--- src/rtl/fftag_pkg.sv ---
package fftag_pkg;

    localparam int ADDR_W = 24;
    localparam int LG_MIN = 6;
    localparam int LG_MAX = 12;
    localparam int LG_W   = 4;
    localparam int IDX_W  = LG_MAX;

    typedef enum logic {
        OP_READ  = 1'b0,
        OP_WRITE = 1'b1
    } xfer_op_e;

    typedef struct packed {
        xfer_op_e            op;
        logic                pass2;
        logic                form2d;
        logic [LG_W-1:0]     lg;
        logic [IDX_W-1:0]    row;
        logic [ADDR_W-1:0]   dbase;
        logic [ADDR_W-1:0]   tbase;
    } xfer_cfg_t;

    // Only even exponents in range name a power-of-four row length.
    function automatic logic len_ok(input logic [LG_W-1:0] lg);
        return (int'(lg) >= LG_MIN) && (int'(lg) <= LG_MAX) && !lg[0];
    endfunction

    // Twiddle reads ride along only on the second pass of a long 1D read.
    function automatic logic wants_twiddle(input xfer_cfg_t c);
        return (c.op == OP_READ) && c.pass2 && !c.form2d;
    endfunction

    // Reverse the low lg bits of k; upper bits come out zero.
    function automatic logic [IDX_W-1:0] rev_low(input logic [IDX_W-1:0] k,
                                                 input logic [LG_W-1:0]  lg);
        logic [IDX_W-1:0] r;
        r = '0;
        for (int i = 0; i < IDX_W; i++) begin
            if (i < int'(lg)) begin
                r[i] = k[int'(lg) - 1 - i];
            end
        end
        return r;
    endfunction

endpackage

--- src/rtl/fftag_beat_seq.sv ---
module fftag_beat_seq #(
    parameter int KW = 12,
    parameter int LW = 4
) (
    input  logic          clk,
    input  logic          rst,
    input  logic          load,
    input  logic          il,
    input  logic [LW-1:0] lg,
    input  logic          ready,
    output logic          active,
    output logic [KW-1:0] k,
    output logic          tw_ph,
    output logic          last
);

    logic [KW:0]   span;
    logic [KW-1:0] kmax;

    always_comb begin
        span = (KW+1)'(1) << lg;
        kmax = span[KW-1:0] - 1'b1;
        last = active && (k == kmax) && (!il || tw_ph);
    end

    always_ff @(posedge clk) begin
        if (rst) begin
            active <= 1'b0;
            k      <= '0;
            tw_ph  <= 1'b0;
        end else if (load) begin
            active <= 1'b1;
            k      <= '0;
            tw_ph  <= 1'b0;
        end else if (active && ready) begin
            if (last) begin
                active <= 1'b0;
            end
            if (il && !tw_ph) begin
                tw_ph <= 1'b1;
            end else begin
                tw_ph <= 1'b0;
                k     <= k + 1'b1;
            end
        end
    end

endmodule

--- src/rtl/fftag_addr_map.sv ---
module fftag_addr_map
    import fftag_pkg::*;
#(
    parameter int AW = 24,
    parameter int KW = 12
) (
    input  xfer_cfg_t     cfg,
    input  logic [KW-1:0] k,
    input  logic          tw_ph,
    output logic [AW-1:0] addr
);

    logic [AW-1:0] row_ofs;
    logic [AW-1:0] k_stride;
    logic [AW-1:0] k_rev;

    always_comb begin
        row_ofs  = AW'(cfg.row) << cfg.lg;
        k_stride = AW'(k) << cfg.lg;
        k_rev    = AW'(rev_low(IDX_W'(k), cfg.lg));
        if (tw_ph) begin
            addr = cfg.tbase + row_ofs + AW'(k);
        end else if (cfg.op == OP_WRITE) begin
            addr = cfg.dbase + row_ofs + k_rev;
        end else if (cfg.form2d && !cfg.pass2) begin
            addr = cfg.dbase + row_ofs + AW'(k);
        end else begin
            addr = cfg.dbase + k_stride + AW'(cfg.row);
        end
    end

endmodule

--- src/rtl/fftag_addr_gen.sv ---
module fftag_addr_gen
    import fftag_pkg::*;
(
    input  logic              clk,
    input  logic              rst,
    input  logic              start,
    input  logic              op_write,
    input  logic              pass_two,
    input  logic              form_2d,
    input  logic [LG_W-1:0]   len_log2,
    input  logic [IDX_W-1:0]  row_idx,
    input  logic [ADDR_W-1:0] data_base,
    input  logic [ADDR_W-1:0] tw_base,
    input  logic              out_ready,
    output logic              out_valid,
    output logic [ADDR_W-1:0] out_addr,
    output logic              out_last,
    output logic              out_tw
);

    xfer_cfg_t         cfg_q;
    logic              take;
    logic              tw_mode;
    logic              active;
    logic [IDX_W-1:0]  k;
    logic              tw_ph;
    logic              last;

    assign take    = start && !active && len_ok(len_log2);
    assign tw_mode = wants_twiddle(cfg_q);

    always_ff @(posedge clk) begin
        if (rst) begin
            cfg_q <= '0;
        end else if (take) begin
            cfg_q.op     <= op_write ? OP_WRITE : OP_READ;
            cfg_q.pass2  <= pass_two;
            cfg_q.form2d <= form_2d;
            cfg_q.lg     <= len_log2;
            cfg_q.row    <= row_idx;
            cfg_q.dbase  <= data_base;
            cfg_q.tbase  <= tw_base;
        end
    end

    fftag_beat_seq #(.KW(IDX_W), .LW(LG_W)) u_seq (
        .clk    (clk),
        .rst    (rst),
        .load   (take),
        .il     (tw_mode),
        .lg     (cfg_q.lg),
        .ready  (out_ready),
        .active (active),
        .k      (k),
        .tw_ph  (tw_ph),
        .last   (last)
    );

    fftag_addr_map #(.AW(ADDR_W), .KW(IDX_W)) u_map (
        .cfg   (cfg_q),
        .k     (k),
        .tw_ph (tw_ph),
        .addr  (out_addr)
    );

    assign out_valid = active;
    assign out_last  = last;
    assign out_tw    = active && tw_ph;

endmodule

--- config.mk ---
export PLATFORM = sky130hd
export DESIGN_NAME = fftag_addr_gen
export DESIGN_NICKNAME = d
export VERILOG_FILES = /design/src/rtl/fftag_pkg.sv /design/src/rtl/fftag_beat_seq.sv /design/src/rtl/fftag_addr_map.sv /design/src/rtl/fftag_addr_gen.sv
export SDC_FILE = /design/constraint.sdc
export NUM_CORES = 1
export LEC_CHECK = 0
export BUFFER_PORTS_ARGS = -buffer_cell sky130_fd_sc_hd__clkbuf_2
export CAP_MARGIN = 10
export CORE_MARGIN = 3
export CORE_UTILIZATION = 35
export CTS_BUF_LIST = sky130_fd_sc_hd__clkbuf_2
export DETAILED_ROUTE_END_ITERATION = 8
export MAX_ROUTING_LAYER = met4
export PLACE_DENSITY = 0.58
export SLEW_MARGIN = 40
export SYNTH_ARGS = -nofsm -noshare
export SYNTH_HDL_FRONTEND = slang
export SYNTH_SLANG_ARGS = --single-unit
--- constraint.sdc ---
create_clock -name clk -period 8.3 [get_ports clk]
set_input_delay 0.415 -clock clk [delete_from_list [all_inputs] [get_ports clk]]
set_output_delay 0.415 -clock clk [all_outputs]
set_load 0.05 [all_outputs]
==> results of run 1 <==
placed cells by master, fill, tap and decap left out, types with 9 or more instances in the layout:
| master | n |
|---|---|
| o22ai_1 | 11 |
| mux2_2 | 17 |
| mux4_2 | 11 |
| buf_4 | 25 |
| fa_1 | 29 |
| xor2_1 | 47 |
| ha_1 | 129 |
| and2_1 | 9 |
| mux2i_1 | 34 |
| nor2_1 | 127 |
| o211ai_1 | 12 |
| clkbuf_2 | 106 |
| dlygate4sd3_1 | 65 |
| o21ai_0 | 85 |
| and3_1 | 12 |
| nor2b_1 | 13 |
| a211oi_1 | 27 |
| a21oi_1 | 178 |
| nand3_1 | 31 |
| a21o_1 | 31 |
| nand2_1 | 252 |
| dfxtp_1 | 79 |
| or3_1 | 9 |
| xnor2_1 | 79 |
| nand2b_1 | 20 |
| o21a_1 | 23 |
| inv_1 | 39 |
| a31oi_1 | 17 |
| nor3_1 | 25 |
| nand4_1 | 14 |
final cells by class:
cell class | count | area share
Inverter | 41 | 0.0116
Sequential cell | 81 | 0.123
Tap cell | 442 | 0.0417
Clock buffer | 9 | 0.00340
Timing Repair Buffer | 187 | 0.0998
Antenna cell | 4 | 0.000755
Clock inverter | 7 | 0.00642
Multi-Input combinational cell | 1352 | 0.714
power by group:
part / total, mW / internal [mW] / switching (mW)
Clock: 0.267 / 0.0773 / 0.190
Combinational: 0.476 / 0.177 / 0.299
Sequential: 0.426 / 0.404 / 0.0221
synth_stat cells, drive strengths merged (3+ instances only):
library cell,n,share of area
or4,3,0.0019
nor2,128,0.041
o22ai,11,0.0059
a21o,31,0.020
o31a,3,0.0024
ha,130,0.14
o31ai,7,0.0050
and2,11,0.0061
or3,9,0.0049
clkbuf,63,0.025
nand4,14,0.0076
xor2,48,0.037
nor2b,13,0.0070
o21a,23,0.015
a22o,6,0.0045
o211ai,12,0.0078
nand2b,21,0.011
dfxtp,81,0.14
o41ai,3,0.0029
a311oi,6,0.0045
o21bai,5,0.0032
a21boi,5,0.0032
nand3,31,0.013
a31oi,17,0.0092
inv,39,0.013
or2,3,0.0016
xnor2,81,0.062
nor4,6,0.0032
a211o,5,0.0039
a2111oi,5,0.0043
o21ai,87,0.038
a22oi,3,0.0019
mux4,11,0.021
mux2i,34,0.029
nand2,253,0.083
a221oi,4,0.0030
buf,17,0.0078
mux2,17,0.017
a21oi,179,0.078
and3,13,0.0071
a211oi,28,0.019
nor3,25,0.011
fa,29,0.050
a41oi,3,0.0023
flip-flops by register name, indices dropped and copies added, names as in the netlist:
| register | flops |
|---|---|
| cfg_q | 67 |
| u_seq.tw_ph | 1 |
| u_seq.k | 12 |
| u_seq.active | 1 |
how the worst min path moves through the flow:
stage	start	endpoint	slack [ns]	cells past startpoint
floorplan	cfg_q[12]	cfg_q[12]	0.44	2
CTS	out_ready	u_seq.tw_ph	0.02	3
detailed placement	cfg_q[16]	cfg_q[16]	0.45	2
finish	out_ready	u_seq.tw_ph	0.06	3
global placement	cfg_q[19]	cfg_q[19]	0.45	2
global route	out_ready	u_seq.tw_ph	0.07	3
tightest hold or removal path: cells and delay by family:
| family | cells | cell delay (ns) |
|---|---|---|
| compound gates | 1 | 0.06 |
| buf+inv | 1 | 0.12 |
| simple gates | 1 | 0.09 |
metal layers:
| layer | up-vias | wire [um] | GRT usage |
|---|---|---|---|
| met3 | 76 | 2070 | 0.0271 |
| li1 | 5810 | - | - |
| met5 | - | 0 | - |
| met4 | 0 | 1380 | 0.0753 |
| met2 | 391 | 20600 | 0.412 |
| met1 | 5650 | 17300 | 0.278 |
per-stage QoR:
stage,setup WS [ns],util,instances
6_report,0.993,0.406,2123
3_3_place_gp,1.61,0.382,2038
4_1_cts,0.762,0.406,2119
3_5_place_dp,1.57,0.382,2038
2_1_floorplan,1.27,-,1555
5_1_grt,0.438,0.406,2123
kinds of logic (layout without fill, tap and decap cells):
family	count (synthesis)	in the layout	share of synthesized area
AND/OR/NAND/NOR	539	539	0.207
AO/OA/AOI/OAI	462	462	0.249
adder cells (fa/ha/maj)	159	159	0.190
XOR/XNOR	130	130	0.101
buffers and inverters	122	244	0.0466
flip-flops	81	81	0.140
multiplexers	62	62	0.0672
other	0	4	0
what timing repair did:
action / 4_1_cts / 5_1_grt
setup endpoints to repair: 0 / 0
endpoints found under the hold margin: 65 / 0
hold buffers: 65 / 0
resized for setup: 0 / 0
==> summary.md, run 1 <==
| Metric | Value |
|---|---|
| Largest net degree at the start of global routing | `67` |
| Clock sink count | `81` |
| Initial core utilization | `0.356` |
| RR Startpoint | `cfg_q[61]` |
| Sequential fraction of the synthesis area | `0.140` |
| CP Depth | `22` |
| WHS | `0.0555 ns` |
| Reg2reg path depth | `14` |
| Post-synth EDFFs | `0` |
| Setup Skew | `0.0451 ns` |
| Static leakage | `5.93 nW` |
| CP max stage cell | `mux4_2` |
| Final HPWL DP | `32300 um` |
| Critical Path AT | `6.89 ns` |
| Iter 0 DRT Violations | `1020` |
| DRT Pass-1 Iters | `8` |
| Max_slew headroom | `0.475` |
| Sequential Area | `1630 um^2` |
| CP Max Fanout | `51` |
| Num rows | `66` |
| Delay-heaviest family, CP | `compound AO/OA/AOI/OAI gates` |
| Run status | `finished, final reports clean` |
| Initial antenna violation count | `1` |
| Overall power | `1.17 mW` |
| IO Pins | `98` |
| Max-slew violations | `0` |
| Synth Net Count | `1785` |
| PwrDens | `88.2 nW/um^2` |
| CP peak stage delay | `0.63 ns` |
| # port buffers | `97` |
| Crit path capture type | `output pin` |
| Worst min-delay path category | `input port to flop` |
| Worst flop-to-flop path endpoint | `u_seq.active` |
| Vias | `11900` |
| Drt via density | `5.62` |
| Syn Inst Count | `1555` |
| Die area | `35400 um^2` |
| RSZ-0062 raised after global routing | `false` |
| Tot GR Track Use | `0.234` |
| Crit-path cells | `buf_4, mux4_2, a21oi_1, nor2_1, ha_1, o211a_1, a211oi_1, a21oi_1, nand2_1, nand2_1, a21oi_1, xnor2_1, ha_1, nand2_1, o21ai_0, o21ai_0, o21ai_1, nand2_4, or4_1, and3_1, o41ai_2, clkbuf_2` |
| Clk pin slew, worst setup/hold paths | `0.31 ns` |
| Hold Fails Final Rpt | `0` |
| Overflow after GRT | `0` |
| Final nets | `1902` |
| Total of max-cap violations | `0` |
| First-pass GRT wire length | `63400 um` |
| Worst-Margin Slew | `0.787 ns` |
| H-tree depth | `3` |
| Gpl congestion | `0.969` |
| Chip width | `188 um` |
| TritonCTS clock tree | `yes` |
| Synth Cell Area | `11600 um^2` |
| P&R area growth vs syn | `14.3%` |
| Avg Cell Area, Syn | `7.46 um^2` |
| Top_reg_cell synth | `dfxtp_1` |
| Post-route antenna net violation count | `0` |
| Distinct cell type count after synthesis | `84` |
| Multi-input logic area | `9460 um^2` |
| Final worst-path cycle share | `0.880` |
| Routed WL | `41300 um` |
| TritonCTS buffer count | `9` |
| WL/cell | `19.5 um` |
| Setup Buffers After CTS | `0` |
| Setup CP Type | `flop to output pin` |
| Fmax | `137 MHz` |
| Yosys warnings | `0` |
| #FFs+latches synth | `81` |
| Buf/Inv on CP | `2` |
| Filler cell count | `3459` |
| Time the worst path needs with I/O delays and setup | `7.31 ns` |
| Share of async-settable or async-resettable flops after synthesis | `0` |
| Clock latency at the later pin of the worst-skew pair | `0.65 ns` |
| Design area | `13300 um^2` |
| Vias in the first global route | `11400` |
| Die Y | `188 um` |
| Worst Path Required | `7.89 ns` |
| Critical path origin | `cfg_q[60]` |
| CTS root buffer | `clkbuf_2` |
| Number of remaining DRC errors | `0` |
| Longest Clk Path Bufs | `2` |
| CP endpoint | `out_addr[20]` |
| Post-DP Area | `12500 um^2` |
| R2R Setup Slk | `4.38 ns` |
| Critical path launch point type | `flop` |
| Peak VDD IR | `0.0000693 V` |
| Layout cells sized above 1 | `0.116` |
| Setup TNS | `0 ns` |
| Core area | `32600 um^2` |
| Final setup violation count | `0` |
(Power assumes the default switching activity.)
==> inputs of run 2 (changes only) <==
--- a/config.mk
+++ b/config.mk
@@ -13,6 +13,7 @@
 export DETAILED_ROUTE_END_ITERATION = 8
 export MAX_ROUTING_LAYER = met4
 export PLACE_DENSITY = 0.58
+export RECOVER_POWER = 50
 export SLEW_MARGIN = 40
 export SYNTH_ARGS = -nofsm -noshare
 export SYNTH_HDL_FRONTEND = slang
==> run 2 against run 1 <==
The flow now finishes with violations (capacitance limit, slew limit). Clock skew about the same. Fmax about the same. Utilization about the same. Global-route usage unchanged.
==> summary.md, run 2 (same netlist as run 1, synthesis figures left out) <==
| Metric | Value |
|---|---|
| Critical Path AT | `6.89 ns (about the same)` |
| TritonCTS clock tree | `yes` |
| WL met3 | `2080 um (+0.48%)` |
| Time the worst path needs with I/O delays and setup | `7.30 ns (-0.00469 ns)` |
| IO Pins | `98 (unchanged)` |
| Static leakage | `5.92 nW (about the same)` |
| Routed met1 length | `17300 um (-0.11%)` |
| Critical path launch point type | `flop` |
| Hold Buf Count CTS | `65 (unchanged)` |
| Drt via density | `5.62 (about the same)` |
| Internal power | `659 uW (+0.14%)` |
| Setup CP Type | `flop to output pin` |
| Num rows | `66 (unchanged)` |
| Setup TNS | `0 ns (unchanged)` |
| Logic pwr share | `0.408 (about the same)` |
| Fmax | `137 MHz (about the same)` |
| Number of remaining DRC errors | `0 (unchanged)` |
| Vias | `11900 (-0.050%)` |
| Switching Share | `0.437 (about the same)` |
| Worst min-delay path category | `input port to flop` |
| CTS root buffer | `clkbuf_2` |
| Worst slack, placed | `1.57 ns (unchanged)` |
| Vias in the first global route | `11400 (unchanged)` |
| Setup Skew | `0.0450 ns (-0.0000822 ns)` |
| Peak VDD IR | `0.0000693 V (about the same)` |
| Sw Pwr | `511 uW (about the same)` |
| Failing checks | `capacitance limit, slew limit` |
| Most common cell after layout, fill and taps aside | `nand2_1` |
| Longest Clk Path Bufs | `2 (unchanged)` |
| Chip width | `188 um (unchanged)` |
| First-pass GRT wire length | `63400 um (unchanged)` |
| Layout cells sized above 1 | `0.116 (-0.000596)` |
| Final setup violation count | `0 (unchanged)` |
| RSZ-0062 raised after global routing | `false` |
| Clock latency at the later pin of the worst-skew pair | `0.65 ns (about the same)` |
| Worst-Margin Slew | `2.80 ns (+2.01 ns)` |
| # port buffers | `97 (unchanged)` |
| Final nets | `1902 (unchanged)` |
| Total of max-cap violations | `1 (+1)` |
| Top flop regs | `cfg_q: 67 flops, u_seq.k: 12 flops` |
| Post-CTS Resized | `0 (unchanged)` |
| Post-route antenna net violation count | `0 (unchanged)` |
| Core area | `32600 um^2 (unchanged)` |
| Initial antenna violation count | `1 (unchanged)` |
| H-tree depth | `3 (unchanged)` |
| Die area | `35400 um^2 (unchanged)` |
| Initial core utilization | `0.356 (unchanged)` |
| Largest net degree at the start of global routing | `67 (unchanged)` |
| Overall power | `1.17 mW (about the same)` |
| Die Y | `188 um (unchanged)` |
| Tot GR Track Use | `0.234 (unchanged)` |
| Run status | `complete, but fails checks` |
| Max_slew headroom | `-0.864 (-1.34)` |
| WL/cell | `19.5 um (about the same)` |
| Max-slew violations | `67 (+67)` |
| Share of total power in the clock network | `0.228 (about the same)` |
| Setup Buffers After CTS | `0 (unchanged)` |
| Largest reg by FF count | `cfg_q` |
| Iter 0 DRT Violations | `1020 (unchanged)` |
| Worst Path Required | `7.89 ns (about the same)` |
| Filler cell count | `3458 (-0.029%)` |
| Largest register FFs | `67 (unchanged)` |
| DRT Pass-1 Iters | `8 (unchanged)` |
| Commonest non-fill, non-tap cells in the layout | `nand2_1 (252), a21oi_1 (178), ha_1 (129), nor2_1 (127), clkbuf_2 (106)` |
| PwrDens | `88.3 nW/um^2 (+0.12%)` |
| Routed WL | `41300 um (about the same)` |
| Final HPWL DP | `32300 um (unchanged)` |
| Hold Fails Final Rpt | `0 (unchanged)` |
| TritonCTS buffer count | `9 (unchanged)` |
| Clk pin slew, worst setup/hold paths | `0.31 ns (about the same)` |
| Gpl congestion | `0.969 (unchanged)` |
| CP Max Fanout | `51 (unchanged)` |
| Worst Slack Setup Final | `0.998 ns (+0.00470 ns)` |
| P&R area growth vs syn | `14.3% (about the same)` |
| Clock sink count | `81 (unchanged)` |
| Top layer in use | `met4` |
| Overflow after GRT | `0 (unchanged)` |
| Met2 Wirelength | `20600 um (about the same)` |
| Reg power frac | `0.364 (about the same)` |
| Final worst-path cycle share | `0.880 (about the same)` |
| Crit path capture type | `output pin` |
## run 2: metal layers
layer | vias up | global-route usage
met4 | 0 | 0.0753
met2 | 390 | 0.412
met5 | - | -
met1 | 5645 | 0.278
li1 | 5810 | -
met3 | 76 | 0.0271
## run 2: power groups by stage
stage	registers [mW]	clock network, mW	logic, mW
detailed placement	0.434	0	0.452
floorplan	0.423	0	0.337
global placement	0.433	0	0.448
CTS	0.427	0.279	0.477
global route	0.429	0.291	0.522
finish	0.426	0.267	0.477
## run 2: worst max-delay path, cell delays in order, from the launching register on
cell,delay (ns)
dfxtp_2,0.40
buf_4,0.51
mux4_2,0.63
a21oi_1,0.25
nor2_1,0.13
ha_1,0.40
o211a_1,0.14
a211oi_1,0.35
a21oi_1,0.14
nand2_1,0.12
nand2_1,0.06
a21oi_1,0.17
xnor2_1,0.15
ha_1,0.39
nand2_1,0.07
o21ai_0,0.14
o21ai_0,0.19
o21ai_1,0.53
nand2_4,0.12
or4_1,0.52
and3_1,0.18
o41ai_2,0.28
clkbuf_2,0.33
## run 2: layout make-up
type	instances	area, um^2	area share
Tap cell	442	553	0.0417
Multi-Input combinational cell	1352	9460	0.714
Clock inverter	7	85.1	0.00642
Antenna cell	4	10.0	0.000755
Inverter	41	154	0.0116
Timing Repair Buffer	187	1320	0.0996
Clock buffer	9	45.0	0.00340
Sequential cell	81	1630	0.123
## run 2: worst paths after layout
| kind | slack [ns] | depth (start not counted) | from | endpoint |
|---|---|---|---|---|
| setup / recovery | 1.0 | 22 | cfg_q[60] | out_addr[20] |
| hold / removal | 0.06 | 3 | out_ready | u_seq.tw_ph |
| setup reg to reg | 4.38 | 14 | cfg_q[61] | u_seq.active |
| hold reg to reg | 0.48 | 2 | cfg_q[18] | cfg_q[18] |
## run 2: per-stage QoR
step	hold WS (ns)	util	instance area [um^2]	std cells
floorplan	0.441	-	11600	1555
global placement	0.454	0.382	12400	2038
detailed placement	0.455	0.382	12500	2038
CTS	0.0191	0.406	13200	2119
global route	0.0650	0.406	13300	2123
finish	0.0556	0.406	13300	2123
==> inputs of run 3 (changes only) <==
--- a/config.mk
+++ b/config.mk
@@ -12,7 +12,7 @@
 export CTS_BUF_LIST = sky130_fd_sc_hd__clkbuf_2
 export DETAILED_ROUTE_END_ITERATION = 8
 export MAX_ROUTING_LAYER = met4
-export PLACE_DENSITY = 0.58
+export PLACE_DENSITY = 0.6
 export RECOVER_POWER = 50
 export SLEW_MARGIN = 40
 export SYNTH_ARGS = -nofsm -noshare
==> constraint.sdc (replaced) <==
create_clock -name clk -period 6.7 [get_ports clk]
set_input_delay 0.335 -clock clk [delete_from_list [all_inputs] [get_ports clk]]
set_output_delay 0.335 -clock clk [all_outputs]
set_load 0.05 [all_outputs]
==> run 3 against run 2 <==
Largest power group unchanged. Register-to-register slack worse by 1.3 ns. Sequential cell count is the same. Utilization grew 0.95 points. The run still ends with capacitance limit, slew limit left. Non-clock buffer count rose by 13. Largest cell class unchanged. Sequential power increased by 23%. Final cell count grew 0.47%. Routed wire length shrank 1.9%. Design area is 2.3% higher. Power up 24%. Setup slack worse by 0.72 ns. Clock skew down 0.011 ns. Clock power rose by 18%.
==> summary.md, run 3 (same netlist as run 1, synthesis figures left out) <==
| Metric | Value |
|---|---|
| Run status | `complete, but fails checks` |
| Failing checks | `capacitance limit, slew limit` |
| # port buffers | `97 (unchanged)` |
| Number of remaining DRC errors | `0 (unchanged)` |
| Worst Path Required | `6.36 ns (-1.53 ns)` |
| Peak VDD IR | `0.0000735 V (+6.0%)` |
| Critical path origin | `cfg_q[61]` |
| Post-route antenna net violation count | `0 (unchanged)` |
| Worst min-delay path category | `input port to flop` |
| First-pass GRT wire length | `63100 um (-0.51%)` |
| Die Y | `188 um (unchanged)` |
| Longest Clk Path Bufs | `2 (unchanged)` |
| PwrDens | `107 nW/um^2 (+22%)` |
| Core Util, Final | `0.416 (+0.00948)` |
| Tot GR Track Use | `0.231 (-0.00237)` |
| Layout cells sized above 1 | `0.127 (+0.0109)` |
| DRT Pass-1 Iters | `6 (-2)` |
| Commonest non-fill, non-tap cells in the layout | `nand2_1 (252), a21oi_1 (176), ha_1 (130), nor2_1 (126), clkbuf_2 (97)` |
| H-tree depth | `3 (unchanged)` |
| Max-slew violations | `67 (unchanged)` |
| Hold Fails Final Rpt | `0 (unchanged)` |
| Most common cell after layout, fill and taps aside | `nand2_1` |
| Largest net degree at the start of global routing | `67 (unchanged)` |
| Gpl congestion | `0.977 (+0.86%)` |
| RSZ-0062 raised after global routing | `false` |
| Worst-Margin Slew | `2.78 ns (-0.0132 ns)` |
| Drt via density | `5.55 (-1.2%)` |
| Final nets | `1915 (+0.68%)` |
| Clock sink count | `81 (unchanged)` |
| Setup Skew | `0.0345 ns (-0.0105 ns)` |
| Initial antenna violation count | `1 (unchanged)` |
| Iter 0 DRT Violations | `974 (-4.5%)` |
| CP Max Fanout | `22 (-57%)` |
| Critical Path AT | `6.08 ns (-0.81 ns)` |
| IO Pins | `98 (unchanged)` |
| Initial core utilization | `0.356 (unchanged)` |
| Routed WL | `40500 um (-1.9%)` |
| Worst flop-to-flop path endpoint | `u_seq.active` |
| R2R Setup Slk | `3.09 ns (-1.29 ns)` |
| Final worst-path cycle share | `0.958` |
| TritonCTS buffer count | `9 (unchanged)` |
| Final setup violation count | `0 (unchanged)` |
| Overflow after GRT | `0 (unchanged)` |
| WL/cell | `19.0 um (-2.4%)` |
| Vias | `11800 (-0.74%)` |
| Fmax | `156 MHz` |
| Total of max-cap violations | `1 (unchanged)` |
| Critical path launch point type | `flop` |
| Setup TNS | `0 ns (unchanged)` |
| Largest register FFs | `67 (unchanged)` |
| Final HPWL DP | `32000 um (-0.84%)` |
| Clock latency at the later pin of the worst-skew pair | `0.64 ns (about the same)` |
| Crit path capture type | `output pin` |
| Die area | `35400 um^2 (unchanged)` |
| Clk pin slew, worst setup/hold paths | `0.21 ns (-0.10 ns)` |
| Setup CP Type | `flop to output pin` |
| Vias in the first global route | `11400 (+0.64%)` |
| Top flop regs | `cfg_q: 67 flops, u_seq.k: 12 flops` |
| Overall power | `1.46 mW (+24%)` |
| TritonCTS clock tree | `yes` |
| Chip width | `188 um (unchanged)` |
| Static leakage | `6.03 nW (+1.8%)` |
| RR Startpoint | `cfg_q[61]` |
| Reg2reg path depth | `14 (unchanged)` |
| Core area | `32600 um^2 (unchanged)` |
| P&R area growth vs syn | `17.0%` |
| Num rows | `66 (unchanged)` |
| Time the worst path needs with I/O delays and setup | `6.42 ns` |
| CP endpoint | `out_addr[15]` |
| Largest reg by FF count | `cfg_q` |
| CTS root buffer | `clkbuf_2` |
| Max_slew headroom | `-0.855 (+0.00880)` |
-- run 3: worst min path at each step --
stage	slack (ns)	endpoint	depth (start not counted)	startpoint
2_1_floorplan	0.44	cfg_q[12]	2	cfg_q[12]
3_3_place_gp	0.45	cfg_q[66]	2	cfg_q[66]
3_5_place_dp	0.46	cfg_q[17]	2	cfg_q[17]
4_1_cts	0.06	cfg_q[63]	4	start
5_1_grt	0.08	cfg_q[63]	4	start
6_report	0.14	cfg_q[63]	4	start
-- run 3: timing repair --
item,4_1_cts,5_1_grt
setup buffers,0,2
resized for setup,5,20
pin swaps,0,3
endpoints found under the setup margin,2,11
hold endpoints to repair,67,0
hold buffers,67,0
-- run 3: routing by layer --
| metal | wire length [um] | track usage |
|---|---|---|
| met1 | 17100 | 0.280 |
| met2 | 20000 | 0.395 |
| met3 | 1760 | 0.0258 |
| met4 | 1650 | 0.0906 |
| met5 | 0 | - |
-- run 3: layout make-up --
cell class                 instances  area [um^2]
clock buffer                       9         45.0
inverter                          41          154
sequential                        81         1630
clock inverter                     7         93.8
tap                              442          553
multi-input combinational       1352         9530
fill                            3414        19100
timing repair buffer             200         1560
antenna                            1         2.50
-- run 3: power by group --
group / switching, mW / internal (mW) / total (mW)
clock: 0.190 / 0.123 / 0.314
combinational: 0.379 / 0.240 / 0.619
sequential: 0.0240 / 0.500 / 0.524
-- run 3: critical path: stages (launching register included) --
cell and delay [ns]:
dfxtp_2 0.38, buf_6 0.23, mux2_2 0.37, o21ai_0 0.37, mux2i_1 0.16, and2_1 0.25
ha_1 0.37, a2111oi_0 0.62, a211oi_2 0.20, a21oi_1 0.30, xnor2_1 0.16, ha_1 0.32
a21o_1 0.20, a21oi_1 0.13, nand2_1 0.14, nand3_1 0.13, xor2_1 0.15, mux2i_1 0.10
a222oi_1 0.68, buf_12 0.22
-- run 3: through the flow --
step	instances	instance area, um^2	hold WS (ns)	worst slack [ns]
2_1_floorplan	1555	11600	0.441	0.00140
3_3_place_gp	2047	12600	0.449	0.650
3_5_place_dp	2047	12600	0.459	0.565
4_1_cts	2130	13500	0.0573	0.00936
5_1_grt	2133	13600	0.0770	0.0248
6_report	2133	13600	0.139	0.281
